**src/rtl/missPkg.sv**
```systemverilog
package missPkg;
  localparam int ORD_W  = 8;
  localparam int TIME_W = 16;

  typedef enum logic [2:0] {
    CMD_READ        = 3'd0,
    CMD_READ_EX     = 3'd1,
    CMD_UPGRADE     = 3'd2,
    CMD_SC_UPGRADE  = 3'd3,
    CMD_STORE_COND  = 3'd4,
    CMD_SC_UPG_FAIL = 3'd5,
    CMD_SC_FAIL     = 3'd6,
    CMD_PREFETCH    = 3'd7
  } cmd_e;

  typedef enum logic [1:0] {
    SRC_CPU   = 2'd0,
    SRC_SNOOP = 2'd1,
    SRC_PREF  = 2'd2
  } src_e;

  typedef struct packed {
    cmd_e              cmd;
    src_e              src;
    logic [ORD_W-1:0]  ord;
    logic [TIME_W-1:0] rdy;
  } tgt_t;

  // strobes from control to the queue datapath
  typedef struct packed {
    logic initPrim;
    logic pushPrim;
    logic pushDef;
    logic countFlags;
    logic rewPrim;
    logic rewDef;
    logic popPrim;
    logic promote;
    logic merge;
    logic clrFlags;
    tgt_t entry;
  } qOps_t;

  function automatic logic needsExcl(cmd_e c);
    return (c != CMD_READ) && (c != CMD_PREFETCH);
  endfunction

  function automatic logic isUpgCmd(cmd_e c);
    return (c == CMD_UPGRADE) || (c == CMD_SC_UPGRADE) || (c == CMD_STORE_COND);
  endfunction

  function automatic cmd_e upgRewrite(cmd_e c);
    case (c)
      CMD_UPGRADE:    return CMD_READ_EX;
      CMD_SC_UPGRADE: return CMD_SC_UPG_FAIL;
      CMD_STORE_COND: return CMD_SC_FAIL;
      default:        return c;
    endcase
  endfunction
endpackage

```
**src/rtl/missQueues.sv**
```systemverilog
module missQueues
  import missPkg::*;
#(
  parameter int DEPTH = 8,
  localparam int CW = $clog2(DEPTH + 1),
  localparam int IW = $clog2(DEPTH)
) (
  input  logic          clk,
  input  logic          rstN,
  input  qOps_t         ops,
  output tgt_t          primHead,
  output tgt_t          defHead,
  output logic [CW-1:0] pCnt,
  output logic [CW-1:0] dCnt,
  output logic          pNeedEx,
  output logic          dNeedEx
);
  localparam logic [CW-1:0] FULLV = CW'(DEPTH);

  tgt_t primQ [DEPTH];
  tgt_t defQ  [DEPTH];
  tgt_t pN [DEPTH];
  tgt_t dN [DEPTH];
  logic [CW-1:0] pc, dc;
  logic pUpg, dUpg, pe, pu, de, du;
  int sum;

  always_comb begin
    pN = primQ; dN = defQ; pc = pCnt; dc = dCnt;
    pe = pNeedEx; pu = pUpg; de = dNeedEx; du = dUpg;
    sum = 0;
    if (ops.rewPrim && pUpg) begin
      for (int i = 0; i < DEPTH; i++) pN[i].cmd = upgRewrite(pN[i].cmd);
      pu = 1'b0;
    end
    if (ops.rewDef && dUpg) begin
      for (int i = 0; i < DEPTH; i++) dN[i].cmd = upgRewrite(dN[i].cmd);
      du = 1'b0;
    end
    if (ops.initPrim) begin
      pc = '0; dc = '0; pe = 1'b0; pu = 1'b0; de = 1'b0; du = 1'b0;
    end
    if (ops.popPrim && pc != '0) begin
      for (int i = 0; i < DEPTH - 1; i++) pN[i] = pN[i+1];
      pc = pc - CW'(1);
    end
    if (ops.pushPrim && pc < FULLV) begin
      pN[pc[IW-1:0]] = ops.entry;
      pc = pc + CW'(1);
      if (ops.countFlags) begin
        pe = pe | needsExcl(ops.entry.cmd);
        pu = pu | isUpgCmd(ops.entry.cmd);
      end
    end
    if (ops.pushDef && dc < FULLV) begin
      dN[dc[IW-1:0]] = ops.entry;
      dc = dc + CW'(1);
      if (ops.countFlags) begin
        de = de | needsExcl(ops.entry.cmd);
        du = du | isUpgCmd(ops.entry.cmd);
      end
    end
    if (ops.merge) begin
      sum = int'(pc) + int'(dc);
      for (int i = 0; i < DEPTH; i++)
        if (i >= int'(pc) && i < sum) pN[i] = dN[IW'(i - int'(pc))];
      pc = (sum > DEPTH) ? FULLV : CW'(sum);
      pe = 1'b1; pu = pu | du;
      dc = '0; de = 1'b0; du = 1'b0;
    end
    if (ops.promote) begin
      pN = dN; pc = dc; pe = de; pu = du;
      dc = '0; de = 1'b0; du = 1'b0;
    end
    if (ops.clrFlags) begin
      pe = 1'b0; pu = 1'b0; de = 1'b0; du = 1'b0;
    end
  end

  always_ff @(posedge clk or negedge rstN) begin
    if (!rstN) begin
      for (int i = 0; i < DEPTH; i++) begin
        primQ[i] <= '0;
        defQ[i]  <= '0;
      end
      pCnt <= '0; dCnt <= '0;
      pNeedEx <= 1'b0; pUpg <= 1'b0; dNeedEx <= 1'b0; dUpg <= 1'b0;
    end else begin
      primQ <= pN; defQ <= dN;
      pCnt <= pc; dCnt <= dc;
      pNeedEx <= pe; pUpg <= pu; dNeedEx <= de; dUpg <= du;
    end
  end

  assign primHead = primQ[0];
  assign defHead  = defQ[0];
endmodule

```
**src/rtl/missCtrl.sv**
```systemverilog
module missCtrl
  import missPkg::*;
#(
  parameter int DEPTH = 8,
  localparam int CW = $clog2(DEPTH + 1)
) (
  input  logic              clk,
  input  logic              rstN,
  input  logic              allocValid,
  input  logic [2:0]        allocCmd,
  input  logic [ORD_W-1:0]  allocOrder,
  input  logic [TIME_W-1:0] allocReady,
  input  logic              allocUncache,
  input  logic              allocForward,
  input  logic              allocNoResp,
  input  logic              addValid,
  input  logic [2:0]        addCmd,
  input  logic [ORD_W-1:0]  addOrder,
  input  logic [TIME_W-1:0] addReady,
  input  logic              svcValid,
  input  logic              svcDirtyResp,
  input  logic              snpValid,
  input  logic [2:0]        snpCmd,
  input  logic [ORD_W-1:0]  snpOrder,
  input  logic              snpExcl,
  input  logic              snpInval,
  input  logic              snpExpress,
  input  logic              snpUncache,
  input  logic              fillValid,
  input  logic              fillShared,
  input  logic              popValid,
  input  logic              promoteValid,
  input  logic              deallocValid,
  input  logic              dnPendSet,
  input  logic              dnPendClr,
  input  logic [TIME_W-1:0] nowTime,
  input  logic [CW-1:0]     pCnt,
  input  logic [CW-1:0]     dCnt,
  input  logic              pNeedEx,
  input  logic              dNeedEx,
  input  tgt_t              defHead,
  output qOps_t             ops,
  output logic              addRefused,
  output logic              svcFree,
  output logic              snpHandled,
  output logic              snpInhibit,
  output logic              snpSupplyExcl,
  output logic              snpShared,
  output logic              inService,
  output logic              pendingDirty,
  output logic              postInvalid,
  output logic              postDowngrade,
  output logic              downPending,
  output logic [ORD_W-1:0]  entryOrder,
  output logic [TIME_W-1:0] entryReady,
  output logic              errFlag
);
  localparam logic [CW-1:0] FULLV = CW'(DEPTH);

  logic fwd, noResp, uncache;
  logic svcN, pdN, piN, pgN, fwdN, nrN, uncN, dnN, errN;
  logic [ORD_W-1:0]  ordN;
  logic [TIME_W-1:0] rdyN;
  logic snpNoEff, addDefer, addBad, addFull, fillMerge;
  cmd_e aCmd;

  assign aCmd     = cmd_e'(addCmd);
  assign snpNoEff = !inService || (snpExpress && downPending);
  assign addDefer = inService && ((dCnt != '0) || postInvalid ||
                    (needsExcl(aCmd) && (!pendingDirty || postDowngrade || fwd)));
  assign addBad   = (aCmd == CMD_PREFETCH) || uncache;
  assign addFull  = addDefer ? (dCnt == FULLV) : (pCnt == FULLV);
  assign fillMerge = !fillShared && !postInvalid && !postDowngrade && dNeedEx;

  assign addRefused    = addValid && addFull;
  assign svcFree       = svcValid && fwd && noResp;
  assign snpHandled    = snpValid && !snpNoEff;
  assign snpInhibit    = snpHandled && !postInvalid && pendingDirty;
  assign snpSupplyExcl = snpHandled && !postInvalid && pendingDirty;
  assign snpShared     = snpHandled && !postInvalid && !snpExcl && !snpUncache;

  always_comb begin
    ops = '0;
    svcN = inService; pdN = pendingDirty; piN = postInvalid; pgN = postDowngrade;
    fwdN = fwd; nrN = noResp; uncN = uncache; errN = errFlag;
    ordN = entryOrder; rdyN = entryReady;
    dnN = downPending;
    if (dnPendSet) dnN = 1'b1;
    if (dnPendClr) dnN = 1'b0;
    if (allocValid) begin
      ops.initPrim = 1'b1; ops.pushPrim = 1'b1; ops.countFlags = 1'b1;
      ops.entry.cmd = cmd_e'(allocCmd);
      ops.entry.src = (cmd_e'(allocCmd) == CMD_PREFETCH) ? SRC_PREF : SRC_CPU;
      ops.entry.ord = allocOrder;
      ops.entry.rdy = allocReady;
      svcN = 1'b0; pdN = 1'b0; piN = 1'b0; pgN = 1'b0; dnN = 1'b0; errN = 1'b0;
      fwdN = allocForward; nrN = allocNoResp; uncN = allocUncache;
      ordN = allocOrder; rdyN = allocReady;
    end else if (svcValid) begin
      if (fwd && noResp) begin
        ops.popPrim = 1'b1;
      end else begin
        svcN = 1'b1;
        pdN = pNeedEx || svcDirtyResp;
        piN = 1'b0; pgN = 1'b0;
      end
    end else if (snpValid) begin
      if (snpNoEff) begin
        ops.rewPrim = snpExcl;
        ops.rewDef  = snpExcl;
      end else begin
        ops.rewDef = snpExcl;
        if (!postInvalid) begin
          if (pendingDirty || snpInval) begin
            ops.pushPrim  = 1'b1;
            ops.entry.cmd = cmd_e'(snpCmd);
            ops.entry.src = SRC_SNOOP;
            ops.entry.ord = snpOrder;
            ops.entry.rdy = nowTime;
            if (snpExcl) piN = 1'b1;
          end
          if (!snpExcl && !snpUncache) pgN = 1'b1;
        end
      end
    end else if (fillValid) begin
      ops.merge = fillMerge;
    end else if (addValid) begin
      if (addBad) begin
        errN = 1'b1;
      end else if (!addFull) begin
        ops.pushDef    = addDefer;
        ops.pushPrim   = !addDefer;
        ops.countFlags = 1'b1;
        ops.entry.cmd  = (addDefer && postInvalid) ? upgRewrite(aCmd) : aCmd;
        ops.entry.src  = SRC_CPU;
        ops.entry.ord  = addOrder;
        ops.entry.rdy  = addReady;
      end
    end else if (popValid) begin
      ops.popPrim = 1'b1;
    end else if (promoteValid) begin
      if (pCnt == '0 && dCnt != '0) begin
        ops.promote = 1'b1;
        ordN = defHead.ord;
        rdyN = (nowTime > defHead.rdy) ? nowTime : defHead.rdy;
      end
    end else if (deallocValid) begin
      if (pCnt == '0) begin
        ops.clrFlags = 1'b1;
        svcN = 1'b0;
      end
    end
  end

  always_ff @(posedge clk or negedge rstN) begin
    if (!rstN) begin
      inService <= 1'b0; pendingDirty <= 1'b0; postInvalid <= 1'b0;
      postDowngrade <= 1'b0; downPending <= 1'b0; errFlag <= 1'b0;
      fwd <= 1'b0; noResp <= 1'b0; uncache <= 1'b0;
      entryOrder <= '0; entryReady <= '0;
    end else begin
      inService <= svcN; pendingDirty <= pdN; postInvalid <= piN;
      postDowngrade <= pgN; downPending <= dnN; errFlag <= errN;
      fwd <= fwdN; noResp <= nrN; uncache <= uncN;
      entryOrder <= ordN; entryReady <= rdyN;
    end
  end
endmodule

```
**src/rtl/missEntry.sv**
```systemverilog
module missEntry
  import missPkg::*;
#(
  parameter int DEPTH = 8,
  localparam int CW = $clog2(DEPTH + 1)
) (
  input  logic              clk,
  input  logic              rstN,
  input  logic              allocValid,
  input  logic [2:0]        allocCmd,
  input  logic [ORD_W-1:0]  allocOrder,
  input  logic [TIME_W-1:0] allocReady,
  input  logic              allocUncache,
  input  logic              allocForward,
  input  logic              allocNoResp,
  input  logic              addValid,
  input  logic [2:0]        addCmd,
  input  logic [ORD_W-1:0]  addOrder,
  input  logic [TIME_W-1:0] addReady,
  output logic              addRefused,
  input  logic              svcValid,
  input  logic              svcDirtyResp,
  output logic              svcFree,
  input  logic              snpValid,
  input  logic [2:0]        snpCmd,
  input  logic [ORD_W-1:0]  snpOrder,
  input  logic              snpExcl,
  input  logic              snpInval,
  input  logic              snpExpress,
  input  logic              snpUncache,
  output logic              snpHandled,
  output logic              snpInhibit,
  output logic              snpSupplyExcl,
  output logic              snpShared,
  input  logic              fillValid,
  input  logic              fillShared,
  input  logic              popValid,
  input  logic              promoteValid,
  input  logic              deallocValid,
  input  logic              dnPendSet,
  input  logic              dnPendClr,
  input  logic [TIME_W-1:0] nowTime,
  output logic [2:0]        headCmd,
  output logic [1:0]        headSrc,
  output logic [ORD_W-1:0]  headOrder,
  output logic [TIME_W-1:0] headReady,
  output logic [CW-1:0]     primCount,
  output logic [CW-1:0]     defCount,
  output logic              primFull,
  output logic              primEmpty,
  output logic              defFull,
  output logic              defEmpty,
  output logic              inService,
  output logic              pendingDirty,
  output logic              postInvalid,
  output logic              postDowngrade,
  output logic              downPending,
  output logic [ORD_W-1:0]  entryOrder,
  output logic [TIME_W-1:0] entryReady,
  output logic              errFlag
);
  localparam logic [CW-1:0] FULLV = CW'(DEPTH);

  qOps_t ops;
  tgt_t  primHead, defHead;
  logic  pNeedEx, dNeedEx;

  missCtrl #(.DEPTH(DEPTH)) uCtrl (
    .clk, .rstN,
    .allocValid, .allocCmd, .allocOrder, .allocReady, .allocUncache, .allocForward, .allocNoResp,
    .addValid, .addCmd, .addOrder, .addReady,
    .svcValid, .svcDirtyResp,
    .snpValid, .snpCmd, .snpOrder, .snpExcl, .snpInval, .snpExpress, .snpUncache,
    .fillValid, .fillShared, .popValid, .promoteValid, .deallocValid,
    .dnPendSet, .dnPendClr, .nowTime,
    .pCnt(primCount), .dCnt(defCount), .pNeedEx, .dNeedEx, .defHead,
    .ops, .addRefused, .svcFree,
    .snpHandled, .snpInhibit, .snpSupplyExcl, .snpShared,
    .inService, .pendingDirty, .postInvalid, .postDowngrade, .downPending,
    .entryOrder, .entryReady, .errFlag
  );

  missQueues #(.DEPTH(DEPTH)) uQueues (
    .clk, .rstN, .ops,
    .primHead, .defHead,
    .pCnt(primCount), .dCnt(defCount),
    .pNeedEx, .dNeedEx
  );

  assign headCmd   = primHead.cmd;
  assign headSrc   = primHead.src;
  assign headOrder = primHead.ord;
  assign headReady = primHead.rdy;
  assign primFull  = (primCount == FULLV);
  assign primEmpty = (primCount == '0);
  assign defFull   = (defCount == FULLV);
  assign defEmpty  = (defCount == '0);
endmodule

```
**config.mk**
```make
export PLATFORM = sky130hd
export DESIGN_NAME = missEntry
export DESIGN_NICKNAME = d
export VERILOG_FILES = /design/src/rtl/missPkg.sv /design/src/rtl/missQueues.sv /design/src/rtl/missCtrl.sv /design/src/rtl/missEntry.sv
export SDC_FILE = /design/constraint.sdc
export NUM_CORES = 2
export LEC_CHECK = 0
export BUFFER_PORTS_ARGS = -buffer_cell sky130_fd_sc_hd__buf_2
export CAP_MARGIN = 10
export CELL_PAD_IN_SITES_DETAIL_PLACEMENT = 1
export CELL_PAD_IN_SITES_GLOBAL_PLACEMENT = 2
export CORE_ASPECT_RATIO = 1.5
export CORE_MARGIN = 4
export CORE_UTILIZATION = 37
export CTS_CLUSTER_DIAMETER = 120
export DETAILED_ROUTE_END_ITERATION = 8
export HOLD_SLACK_MARGIN = 0.03
export PLACE_DENSITY = 0.78
export SYNTH_ARGS = -nofsm -noshare
export SYNTH_HDL_FRONTEND = slang
export SYNTH_SLANG_ARGS = --single-unit
```
**constraint.sdc**
```tcl
create_clock -name clk -period 6.5 [get_ports clk]
set_input_delay 0.975 -clock clk [delete_from_list [all_inputs] [get_ports clk]]
set_output_delay 0.975 -clock clk [all_outputs]
set_load 0.1 [all_outputs]
```
* Yosys cells after proc, flatten, opt, wreduce, memory -nomap -nowiden *
Index checks and enable logic that the tools add are counted.

cells by class
  add/subtract/negate cells = 12
  multiplexer cells = 210
  bitwise operators = 15
  equal/unequal tests = 74
  reduce and logical (&&, ||, !) cells = 76
  order comparisons = 32

operators by type and width
  operator                                                    number
  two-way mux 29 bit                                          34
  two-way mux 232 bit                                         4
  binary-select mux 29 bit (select 3 bit)                     8
  bitwise mux 232 bit                                         2
  two-way mux 203 bit                                         1
  demux 29 bit (select 3 bit)                                 2
  one-hot mux 3 bit (3 select lines)                          17
  two-way mux 16 bit                                          9
  less-than comparator 4 x 32 -> 1 bit, first input constant  4
  == test 3 x 2 -> 1 bit, second input constant               36
  two-way mux 1 bit                                           84
  less-than comparator 3 x 32 -> 1 bit, first input constant  2
  two-way mux 8 bit                                           8
  two-way mux 3 bit                                           21
  == test 3 bit, second input constant                        20
  two-way mux 4 bit                                           11
  logical AND 1 bit                                           35
  >= comparator 3 x 4 -> 1 bit, second input constant         8
  > comparator 32 x 5 -> 1 bit, second input constant         1
  less-than comparator 1 x 32 -> 1 bit, first input constant  1
  less-than comparator 2 x 32 -> 1 bit, first input constant  1
  two-way mux 32 bit                                          1
  two-way mux 30 bit                                          1
  != test 3 bit, second input constant                        9
  33 further kinds                                            99

word-level totals
  word-level logic and storage cells = 500
  input bits = 102
  register bits = 509

* Longest topological paths before layout *
  depth in word-level cells = 28
  gate-level depth with buffers = 27
  mapped depth without buffers = 23

* Modules after synthesis *
A second synthesis with hierarchy kept.

second synthesis, totals
  cells, all modules = 3800
  area, all modules = 36844.1 µm²

modules (own cells, without submodules)
  module      cells an instance  instances  area each (µm²)
  missQueues  3485               1          34051.4
  missCtrl    311                1          2737.6
  missEntry   4                  1          55.1

* Least setup slack after synthesis *
Ideal clock, no wire load.

  kind = register to register
  start point = register uQueues.dCnt[2]
  end point = register uQueues.pUpg
  cell stages (with the launch flop) = 12
  arrival time = 6.608 ns
  period minus slack after synthesis = 6.734 ns
  data required time = 6.374 ns
  setup slack = -0.234 ns
  path through = dfrtp_1 -> clkbuf_1 -> nor4b_1 -> a2111oi_0 -> or2_0 -> a221oi_1 -> nor2_1 -> a21oi_1 -> o21a_1 -> o221ai_1 -> a21oi_1 -> nor2_1

on the way
  elaborated cells on any way between the ends = 54
  classes of those cells = order compare (1); eq/ne (4); mux (35); bitwise (3); reduce/logical (11)

RTL lines
  what                                  RTL line                            source
  start: declaration                    missQueues.sv:14                    output logic [CW-1:0] dCnt,
  start signal: assignment              missQueues.sv:86                    pCnt <= '0; dCnt <= '0;
  start signal: assignment              missQueues.sv:90                    pCnt <= pc; dCnt <= dc;
  == test 4 bit *                       -
  net defFull                           missEntry.sv:51                     output logic defFull,
  two-way mux 1 bit *                   missCtrl.sv:72                      assign addFull = addDefer ? (dCnt == FULLV) : (pCnt == FULLV);
  two-way mux 29 bit                    missCtrl.sv:130                     end else if (!addFull) begin
  two-way mux 29 bit                    missCtrl.sv:128                     if (addBad) begin
  two-way mux 29 bit                    missCtrl.sv:127                     end else if (addValid) begin
  two-way mux 30 bit                    missCtrl.sv:125                     end else if (fillValid) begin
  two-way mux 29 bit                    missCtrl.sv:107                     end else if (snpValid) begin
  [5 not listed]                        -
  bitwise OR 1 bit (on tied branches)   missQueues.sv:52, missQueues.sv:60
  two-way mux 1 bit (on tied branches)  missQueues.sv:50, missQueues.sv:58
  two-way mux 1 bit (on tied branches)  missQueues.sv:47, missQueues.sv:55
  bitwise OR 1 bit                      missQueues.sv:68                    pe = 1'b1; pu = pu | du;
  two-way mux 1 bit                     missQueues.sv:63                    if (ops.merge) begin
  two-way mux 1 bit *                   missQueues.sv:71                    if (ops.promote) begin
  two-way mux 1 bit *                   missQueues.sv:75                    if (ops.clrFlags) begin
  net uQueues.pu                        missQueues.sv:25                    logic pUpg, dUpg, pe, pu, de, du;
  end signal: assignment                missQueues.sv:87                    pNeedEx <= 1'b0; pUpg <= 1'b0; dNeedEx <= 1'b0; dUpg <= 1'b0;
  end signal: assignment                missQueues.sv:91                    pNeedEx <= pe; pUpg <= pu; dNeedEx <= de; dUpg <= du;
  end: declaration                      missQueues.sv:25

Mark *: on every way through the listed nets, which the timed path passes. The rest lies on a longest branch.
A chain may end at the register's enable or synchronous reset.

==> results.md <==
* Status: finished, final reports clean
* RSZ-0062 raised after global routing: no
* Crit. End Element: flop
* Setup Skew at 0.0291 ns
* Area grow syn2layout at 11.3%
* Initial Utilization at 37.3%
* Final Hold Vio Count at 0
* Worst-path fanout max at 29
* Port bufs at 178
* Pwr Density at 267 mW/mm2
* Layout net count at 4,846
* Final Cell Area at 0.0403 mm2
* Root buffer cell: clkbuf_16
* Synth warn at 0
* Setup TNS at 0 ns
* # hold bufs at CTS at 0
* Largest cells by area after synthesis: dfrtp_1 35%, nand2_1 10%, mux2i_1 8.2%, a21oi_1 5.4%, nor2_1 5.2%
* Hold Crit Class: input pin to async pin
* Predominant post-synthesis flop cell: dfrtp_1
* F_max at 165 MHz
* FFs w/ async S/R, synth at 100%
* Average via count per standard cell at 6.39
* TritonCTS Sinks at 509
* Placed cell count at 5,934
* Tightest Pin Transition at 1.23 ns
* Post-CTS Repair Setup Buffers at 0
* Max-slew violations at 0
* Layout Utilization at 41.5%
* Antenna-violating nets left at 0
* Wire per inst at 30.2 um
* Final WS setup at 0.455 ns
* Critical path, cell by cell: or4_1 -> o21a_4 -> nor4_4 -> o2111ai_1 -> nor3_1 -> nand2_2 -> nand2b_1 -> ha_1 -> or3_1 -> a21oi_1 -> nand2_1 -> a211oi_1 -> a2111oi_2 -> o2bb2ai_1 -> o31a_2 -> a22oi_1 -> o21ai_1
* Final setup fails at 0
* CTS buffer count at 57
* Clock Tree Buf Depth at 3
* Synth top area share at 35.2%
* Period utilization at 93.0%
* Post-Syn Area at 0.0362 mm2
* Row cnt at 140
* Largest area contributor in the netlist: dfrtp_1
* Most frequent cells in the layout: 980 x nand2_1, 509 x dfrtp_1, 494 x nor2_1
* Die Wd at 263 um
* Total GRT Usage at 34.1%
* DR pass1 iterations at 6
* First-pass GRT wire length at 265,000 um
* Commonest non-fill, non-tap cell in the layout: nand2_1
* Core area at 0.0970 mm2
* CP required at 7.06 ns
* Avg Cell Area, Syn at 7.56 um2
* HPWL Detailed at 116,000 um
* Post-synthesis cell type count at 84
* Vias in the first global route at 38,900
* #FFs+latches synth at 509
* Fill count at 11,900
* Full die area at 0.103 mm2
* Crit-path leading delay family: compound AO/OA/AOI/OAI gates
* Seq/Total Area, Yosys at 35.2%
* Gpl congestion at 0.916
* DRC errors left at 0
* Routed vias at 38,600
* Clk Latency, worst-skew pair at 0.67 ns
* Post-CTS resize count at 0
* TritonCTS clock tree: built
* WP data arrival at 6.61 ns
* Mapped Cells at 4,791
* Max rail drop VDD at 0.219 mV
* Synth Net Count at 4,922
* DRT iter0 DRCs at 3,617
* Slowest stage delay, CP at 0.99 ns
* Bufs and invs on worst path at 0
* Largest net degree at the start of global routing at 144
* Dpl cell area at 0.0385 mm2
* Reg clk slew, reported paths at 0.06 ns
* Startpoint Class: flop
* Layout cells sized above 1 at 12.1%
* Total global routing overflow at 0
* Critical Path Slowest Stage Cell: o31a_2
* Antenna violations before repair at 7
* Relative slew slack at 18.0%
* Setup CP Type: flop to flop
* Max cap viols at 0
* Min Tclk post-route at 6.04 ns
* Final std cells w/o fill at 6,037
* Number of synthesized flops with an enable pin at 0
* Pre-CTS setup slack at 0.211 ns
* # H-tree levels at 2
* # IOs at 179
* WL final at 183,000 um
* Die Span Y at 391 um
* P_leak at 19.0 nW
## logic make-up (layout without fill, tap and decap cells)
group / Yosys count / count (layout) / synth area share (%)
AOI/OAI and AO/OA: 1376 / 1376 / 23.6
xor gates and xnor gates: 7 / 7 / 0.190
adders and majority gates: 29 / 29 / 1.02
buffers and inverters: 583 / 550 / 6.68
DFF: 509 / 509 / 35.2
muxes: 388 / 388 / 11.3
other: 0 / 1 / 0
and+or+nand+nor: 1899 / 1899 / 22.1
## synth_stat cells (all sizes together) (5+ instances only)
cell,count
buf,119
clkbuf,336
mux2i,298
and2,36
a211o,28
a21oi,388
nand3,148
o21a,33
or2,5
or4,8
a32oi,24
o31ai,13
nand2,987
nand4,13
nor2b,7
o211ai,122
mux4,8
ha,28
o311ai,25
inv,126
o21ai,334
nor4,9
a211oi,46
and3,68
a2111oi,6
o221ai,6
o22ai,62
o2111ai,7
nor2,502
a311oi,8
a221o,17
a31oi,130
mux2,82
or3,19
a22oi,87
dfrtp,509
nor3,71
nand2b,7
a221oi,6
## flip-flops by register name, summed over array words and instances (netlist names)
register and flops:
uCtrl.pendingDirty 1, uCtrl.entryReady 16, uQueues.pCnt 4, uQueues.primHead 29
uCtrl.postInvalid 1, uQueues.defHead 29, uCtrl.entryOrder 8, uQueues.dCnt 4
uCtrl.fwd 1, uQueues.pNeedEx 1, uQueues.defQ 203, uCtrl.postDowngrade 1
uQueues.dUpg 1, uCtrl.inService 1, uQueues.primQ 203, uQueues.dNeedEx 1
uCtrl.noResp 1, uCtrl.uncache 1, uQueues.pUpg 1, uCtrl.downPending 1
uCtrl.errFlag 1
## worst register-to-register path: cells and delay by family, from the launching register on
kind                       cells  cell delay [ns]
and+or+nand+nor                7             2.35
adders and majority gates      1             0.34
DFF                            1             0.43
AOI/OAI and AO/OA              9             2.84
## path summary, 6_finish.rpt
| path | startpoint | endpoint | slack [ns] | depth (start not counted) |
|---|---|---|---|---|
| worst max-delay path | uQueues.dCnt[3] | uQueues.primQ[66] | 0.46 | 17 |
| worst min-delay path | rstN | uCtrl.downPending | 0.33 | 1 |
| worst max register to register | uQueues.dCnt[3] | uQueues.primQ[66] | 0.46 | 17 |
| worst min register to register | uCtrl.errFlag | uCtrl.errFlag | 0.49 | 2 |
| max in group asynchronous | rstN | uQueues.defQ[99] | 4.65 | 2 |
| min in group clk | dnPendClr | uCtrl.downPending | 0.48 | 2 |
## area by class of cell
| type | instances | area [um2] | area share, % |
|---|---|---|---|
| clock buffers | 84 | 1670 | 4.14 |
| diodes | 1 | 2.50 | 0.00621 |
| clock inverters | 18 | 104 | 0.258 |
| flip-flops and latches | 509 | 12700 | 31.6 |
| multi-input cells | 3699 | 21400 | 53.1 |
| well taps | 1278 | 1600 | 3.97 |
| inverters | 128 | 493 | 1.22 |
| repair buffers | 320 | 2280 | 5.66 |
## per-stage QoR
step | hold slack (ns) | power, mW
6_report | 0.333 | 10.8
5_1_grt | 0.383 | 11.2
4_1_cts | 0.361 | 10.7
3_5_place_dp | 0.483 | 7.45
3_3_place_gp | 0.477 | 7.40
2_1_floorplan | 0.449 | 6.32
## where the power goes
| part | leakage [nW] | switching [mW] | internal [mW] |
|---|---|---|---|
| clock | 0.887 | 1.52 | 1.77 |
| sequential | 6.84 | 0.312 | 3.61 |
| combinational | 11.3 | 2.41 | 1.15 |
| total | 19.0 | 4.24 | 6.52 |
## per-layer routing
layer | share of wire (%) | global-route usage [%] | routed length [um] | vias up
li1 | - | - | - | 16800
met2 | 46 | 55.2 | 83100 | 1708
met5 | 0.0055 | 0 | 10 | -
met3 | 7.3 | 4.93 | 13400 | 507
met4 | 6.3 | 17.7 | 11500 | 2
met1 | 41 | 44.3 | 74600 | 19600
No activity file was read; power rests on OpenSTA's default activity.
